## config.mk

```make
export PLATFORM = sky130hd
export DESIGN_NAME = ring_window_tracker
export DESIGN_NICKNAME = d
export VERILOG_FILES = /design/src/rtl/ring_window_pkg.sv /design/src/rtl/ring_window_ctrl.sv /design/src/rtl/ring_head_counter.sv /design/src/rtl/ring_cell_mask.sv /design/src/rtl/ring_window_tracker.sv
export SDC_FILE = /design/constraint.sdc
export NUM_CORES = 2
export LEC_CHECK = 0
export BUFFER_PORTS_ARGS = -buffer_cell sky130_fd_sc_hd__buf_2
export CAP_MARGIN = 0
export CORE_AREA = 5 5 407 409
export DETAILED_ROUTE_END_ITERATION = 8
export DIE_AREA = 0 0 412 414
export HOLD_SLACK_MARGIN = 0.1
export MAX_ROUTING_LAYER = met4
export PLACE_DENSITY_LB_ADDON = 0.15
export SLEW_MARGIN = 5
export SYNTH_ARGS = -nofsm -noshare
export SYNTH_HDL_FRONTEND = slang
export SYNTH_HIERARCHICAL = 1
export SYNTH_SLANG_ARGS = --single-unit
```

## constraint.sdc

```tcl
create_clock -name clk_i -period 2.56 [get_ports clk_i]
set_clock_uncertainty 0.15 [all_clocks]
set_input_delay 0.256 -clock clk_i [delete_from_list [all_inputs] [get_ports clk_i]]
set_output_delay 0.256 -clock clk_i [all_outputs]
set_load 0.01 [all_outputs]
```

## src/rtl/ring_window_pkg.sv

```systemverilog
package ring_window_pkg;
  typedef enum logic {
    RUN_ST  = 1'b0,
    HOLD_ST = 1'b1
  } run_state_e;
endpackage

```

## src/rtl/ring_window_ctrl.sv

```systemverilog
module ring_window_ctrl
  import ring_window_pkg::*;
(
  input  logic clk_i,
  input  logic rst_ni,
  input  logic enable_i,
  input  logic stop_i,
  input  logic restart_i,
  output logic advance_o,
  output logic frozen_o
);
  run_state_e state_q, state_d;

  always_comb begin
    state_d = state_q;
    unique case (state_q)
      RUN_ST:  if (stop_i) state_d = HOLD_ST;
      HOLD_ST: if (restart_i && !stop_i) state_d = RUN_ST;
      default: state_d = RUN_ST;
    endcase
  end

  always_ff @(posedge clk_i or negedge rst_ni) begin
    if (!rst_ni) state_q <= RUN_ST;
    else         state_q <= state_d;
  end

  // the stop edge itself already holds the head
  assign advance_o = (state_q == RUN_ST) && enable_i && !stop_i;
  assign frozen_o  = (state_q == HOLD_ST);
endmodule

```

## src/rtl/ring_head_counter.sv

```systemverilog
module ring_head_counter #(
  parameter int CELLS = 1024,
  parameter int WIN   = 4,
  localparam int IDX_W = $clog2(CELLS)
) (
  input  logic             clk_i,
  input  logic             rst_ni,
  input  logic             advance_i,
  output logic [IDX_W-1:0] head_o
);
  localparam logic [IDX_W-1:0] LAST  = IDX_W'(CELLS - 1);
  localparam logic [IDX_W-1:0] START = IDX_W'(WIN - 1);

  logic [IDX_W-1:0] head_q;

  always_ff @(posedge clk_i or negedge rst_ni) begin
    if (!rst_ni)        head_q <= START;
    else if (advance_i) head_q <= (head_q == LAST) ? '0 : head_q + 1'b1;
  end

  assign head_o = head_q;
endmodule

```

## src/rtl/ring_cell_mask.sv

```systemverilog
module ring_cell_mask #(
  parameter int CELLS = 1024,
  parameter int WIN   = 4
) (
  input  logic             clk_i,
  input  logic             rst_ni,
  input  logic             advance_i,
  output logic [CELLS-1:0] mask_o
);
  logic [CELLS-1:0] mask_q;

  // each cell copies its lower neighbour; cell 0 takes the top cell
  for (genvar i = 0; i < CELLS; i++) begin : g_cell
    localparam int PREV = (i + CELLS - 1) % CELLS;
    localparam logic INIT = (i < WIN);
    always_ff @(posedge clk_i or negedge rst_ni) begin
      if (!rst_ni)        mask_q[i] <= INIT;
      else if (advance_i) mask_q[i] <= mask_q[PREV];
    end
  end

  assign mask_o = mask_q;
endmodule

```

## src/rtl/ring_window_tracker.sv

```systemverilog
module ring_window_tracker #(
  parameter int CELLS = 1024,
  parameter int WIN   = 4,
  localparam int IDX_W = $clog2(CELLS)
) (
  input  logic             clk_i,
  input  logic             rst_ni,
  input  logic             enable_i,
  input  logic             stop_i,
  input  logic             restart_i,
  output logic [CELLS-1:0] cell_mask_o,
  output logic [IDX_W-1:0] head_o,
  output logic             frozen_o
);
  logic advance;

  ring_window_ctrl u_ctrl (
    .clk_i     (clk_i),
    .rst_ni    (rst_ni),
    .enable_i  (enable_i),
    .stop_i    (stop_i),
    .restart_i (restart_i),
    .advance_o (advance),
    .frozen_o  (frozen_o)
  );

  ring_head_counter #(.CELLS(CELLS), .WIN(WIN)) u_head (
    .clk_i     (clk_i),
    .rst_ni    (rst_ni),
    .advance_i (advance),
    .head_o    (head_o)
  );

  ring_cell_mask #(.CELLS(CELLS), .WIN(WIN)) u_mask (
    .clk_i     (clk_i),
    .rst_ni    (rst_ni),
    .advance_i (advance),
    .mask_o    (cell_mask_o)
  );
endmodule

```

==> results.sh <==
export IMPL_outcome="finished, final reports clean"
export IMPL_fill_cells=16200
export IMPL_cts_sinks=1035
export IMPL_clkSlewWorstSetupHoldPaths_ns=0.06
export IMPL_rsz0062_at_grt="false"
export IMPL_fp_dieW_um=412
export IMPL_ys_ff_latch=1035
export IMPL_finalCriticalPeriod_ns=2.22
export IMPL_critPathRequiredTime_ns=3.02
export IMPL_ioPinCount=1040
export IMPL_powerDensity_nw_per_um2=672
export IMPL_synth_fp_nets=2218
export IMPL_cts_buffers=120
export IMPL_worstReg2RegStart="u_ctrl/frozen_o$_DFF_PN0_"
export IMPL_ys_seq_area_share_pct=64.9
export IMPL_max_slew_margin_pct=61.0
export IMPL_leakagePower_uw=0.0287
export IMPL_synth_cell_types=28
export IMPL_layout_nets=3346
export IMPL_synthCells=2212
export IMPL_drc=0
export IMPL_drv_slew=0
export IMPL_hold_viol=0
export IMPL_globalplace_congestion=0.770
export IMPL_hold_start="u_mask/mask_o[240]$_DFFE_PN0P_"
export IMPL_first_pass_iters=4
export IMPL_max_stage_delay_ns=0.41
export IMPL_fp_coreArea_um2=162000
export IMPL_grt_pass1_vias=24800
export IMPL_cp_slowest_cell="dfrtp_1"
export IMPL_path_class="reg2reg"
export IMPL_crit_path_start_kind="register"
export IMPL_clk_path_buf_depth=3
export IMPL_startpoint="u_ctrl/frozen_o$_DFF_PN0_"
export IMPL_most_common_layout_cells="buf_2 (1,038), dfrtp_1 (1,029), mux2_2 (664), mux2_4 (360), clkbuf_16 (122)"
export IMPL_arrival_ns=2.68
export IMPL_mostFrequentLayoutCell="buf_2"
export IMPL_worst_slew_pin_slew_ns=0.585
export IMPL_port_buffers=1039
export IMPL_critical_path_peak_fanout=29
export IMPL_vdd_drop_max_uv=605
export IMPL_start_util_pct=24.7
export IMPL_timing_final_crit_share_pct=86.7
export IMPL_end_kind="register"
export IMPL_antenna_found_initial=4
export IMPL_cts_root_buf="clkbuf_16"
export IMPL_dieArea_um2=171000
export IMPL_synthToLayoutAreaGrowth_pct=30.8
export IMPL_setup_viol=0
export IMPL_cts_setup_buffers=0
export IMPL_drtAntennaViolNets=0
export IMPL_cts_tree="done"
export IMPL_setup_tns_final_ns=0
export IMPL_synth_warnings=6
export IMPL_critPathMostFrequentCell="buf_12"
export IMPL_cts_max_level=3
export IMPL_whs_ns=0.341
export IMPL_grt_usage_pct=15.4
export IMPL_dr_total_vias=23000
export IMPL_drive_gt1_share_pct=68.3
export IMPL_syn_mean_instance_area_um2=18.0
export IMPL_syn_area_um2=39900
export IMPL_drt_initial_drc_count=1046
export IMPL_wire_per_inst_um=23.4
export IMPL_grt_max_degree=81
export IMPL_clkLatencyLatePin_ns=0.74
export IMPL_rows=148
export IMPL_min_path_type="reg2reg"
export IMPL_wl_um=131000
export IMPL_fmax_mhz=450
export IMPL_via_per_inst=4.10
export IMPL_overflow=0
export IMPL_die_h_um=414
export IMPL_maxCapViolCount=0
export IMPL_cp_cell_sequence="nor3b_4, buf_12, buf_12, buf_4, mux2_4"
export IMPL_dpl_hpwl_um=98700
export IMPL_grt_pass1_wl_um=189000
-- stage by stage --
stage	std cells	setup WS [ns]	cell area [µm²]	power, µW	util, %
final	5622	0.340	52200	35100	32.3
after detailed placement	5386	0.353	48000	17800	29.7
after global routing	5618	0.277	52200	36500	32.3
after floorplan	2212	0.413	39900	17200	-
after global placement	5386	0.353	48000	17800	29.7
after CTS	5618	0.326	52200	35800	32.3
-- critical path, delay by kind of cell, from the launching register on --
kind	cells	cell delay [ns]
AND/OR/NAND/NOR	1	0.33
buffers and inverters	3	0.79
multiplexers	1	0.32
flip-flops	1	0.41
-- layout make-up --
| class | count | area, µm² | area share, % |
|---|---|---|---|
| well taps | 2175 | 2720 | 5.22 |
| inverters | 2 | 7.51 | 0.0144 |
| repair buffers | 1120 | 6280 | 12.0 |
| clock buffers | 181 | 3630 | 6.97 |
| diodes | 4 | 10.0 | 0.0192 |
| clock inverters | 44 | 458 | 0.878 |
| multi-input cells | 1061 | 13200 | 25.2 |
| flip-flops and latches | 1035 | 25900 | 49.6 |
-- state kept, by name (all words and copies together), names as in the netlist --
name / count
u_mask/mask_o: 1024
u_head/head_o: 10
u_ctrl/frozen_o: 1
-- repair_timing --
| action | 4_1_cts | 5_1_grt |
|---|---|---|
| hold endpoints to repair | 1043 | 0 |
| resized for setup | 0 | 0 |
| hold buffers | 7 | 0 |
-- cells in the mapped netlist --
master | n | share of area (%)
mux2_2 | 664 | 19
buf_6 | 41 | 1.2
xor2_1 | 3 | 0.066
dfrtp_1 | 1029 | 65
nor3b_2 | 1 | 0.031
nand3_1 | 2 | 0.025
xnor2_1 | 2 | 0.044
mux2i_1 | 1 | 0.025
nor2_1 | 5 | 0.047
buf_2 | 73 | 0.92
nand4_1 | 2 | 0.031
or3_1 | 1 | 0.016
nor4_4 | 1 | 0.053
a211o_1 | 1 | 0.022
nand2_1 | 5 | 0.047
mux2_4 | 360 | 14
inv_1 | 2 | 0.019
o311ai_1 | 1 | 0.022
o21ai_0 | 3 | 0.038
a21o_1 | 2 | 0.038
nor3_1 | 1 | 0.013
dfstp_2 | 6 | 0.40
nand3_2 | 1 | 0.025
nand4_4 | 1 | 0.053
ha_1 | 1 | 0.031
a21oi_2 | 1 | 0.022
nor4_1 | 1 | 0.016
a2bb2oi_1 | 1 | 0.022
-- cells by family (layout without fill, tap and decap cells) --
| logic type | after synthesis | count (layout) | synth area share (%) |
|---|---|---|---|
| compound gates | 9 | 9 | 0.163 |
| xor+xnor | 5 | 5 | 0.110 |
| fa+ha+maj | 1 | 1 | 0.0314 |
| buf+inv | 116 | 1347 | 2.09 |
| flops | 1035 | 1035 | 64.9 |
| mux | 1025 | 1025 | 32.3 |
| other cells | 0 | 4 | 0 |
| simple gates | 21 | 21 | 0.358 |
-- report_power, final --
part	internal [µW]	switching, µW	total, µW
sequential	16400	52.6	16500
clock	10500	7140	17600
combinational	332	671	1000
total	27200	7860	35100
-- path summary, 6_finish.rpt --
kind	endpoint	slack [ns]	cells past startpoint
max	u_mask/mask_o[73]$_DFFE_PN0P_	0.34	5
min	u_mask/mask_o[241]$_DFFE_PN0P_	0.34	1
max reg2reg	u_mask/mask_o[73]$_DFFE_PN0P_	0.34	5
min reg2reg	u_mask/mask_o[241]$_DFFE_PN0P_	0.34	1
max in group asynchronous	u_mask/mask_o[798]$_DFFE_PN0P_	1.31	3
min in group asynchronous	u_mask/mask_o[996]$_DFFE_PN0P_	0.35	3
-- metal layers --
metal / GRT usage [%] / part of all wire (%) / up-vias
met5: - / 0 / -
met4: 5.04 / 3.0 / 0
met3: 5.93 / 9.4 / 175
met2: 24.6 / 48 / 761
met1: 17.9 / 40 / 11900
li1: - / - / 10200
Note: power is estimated with default switching activity, not from simulation.
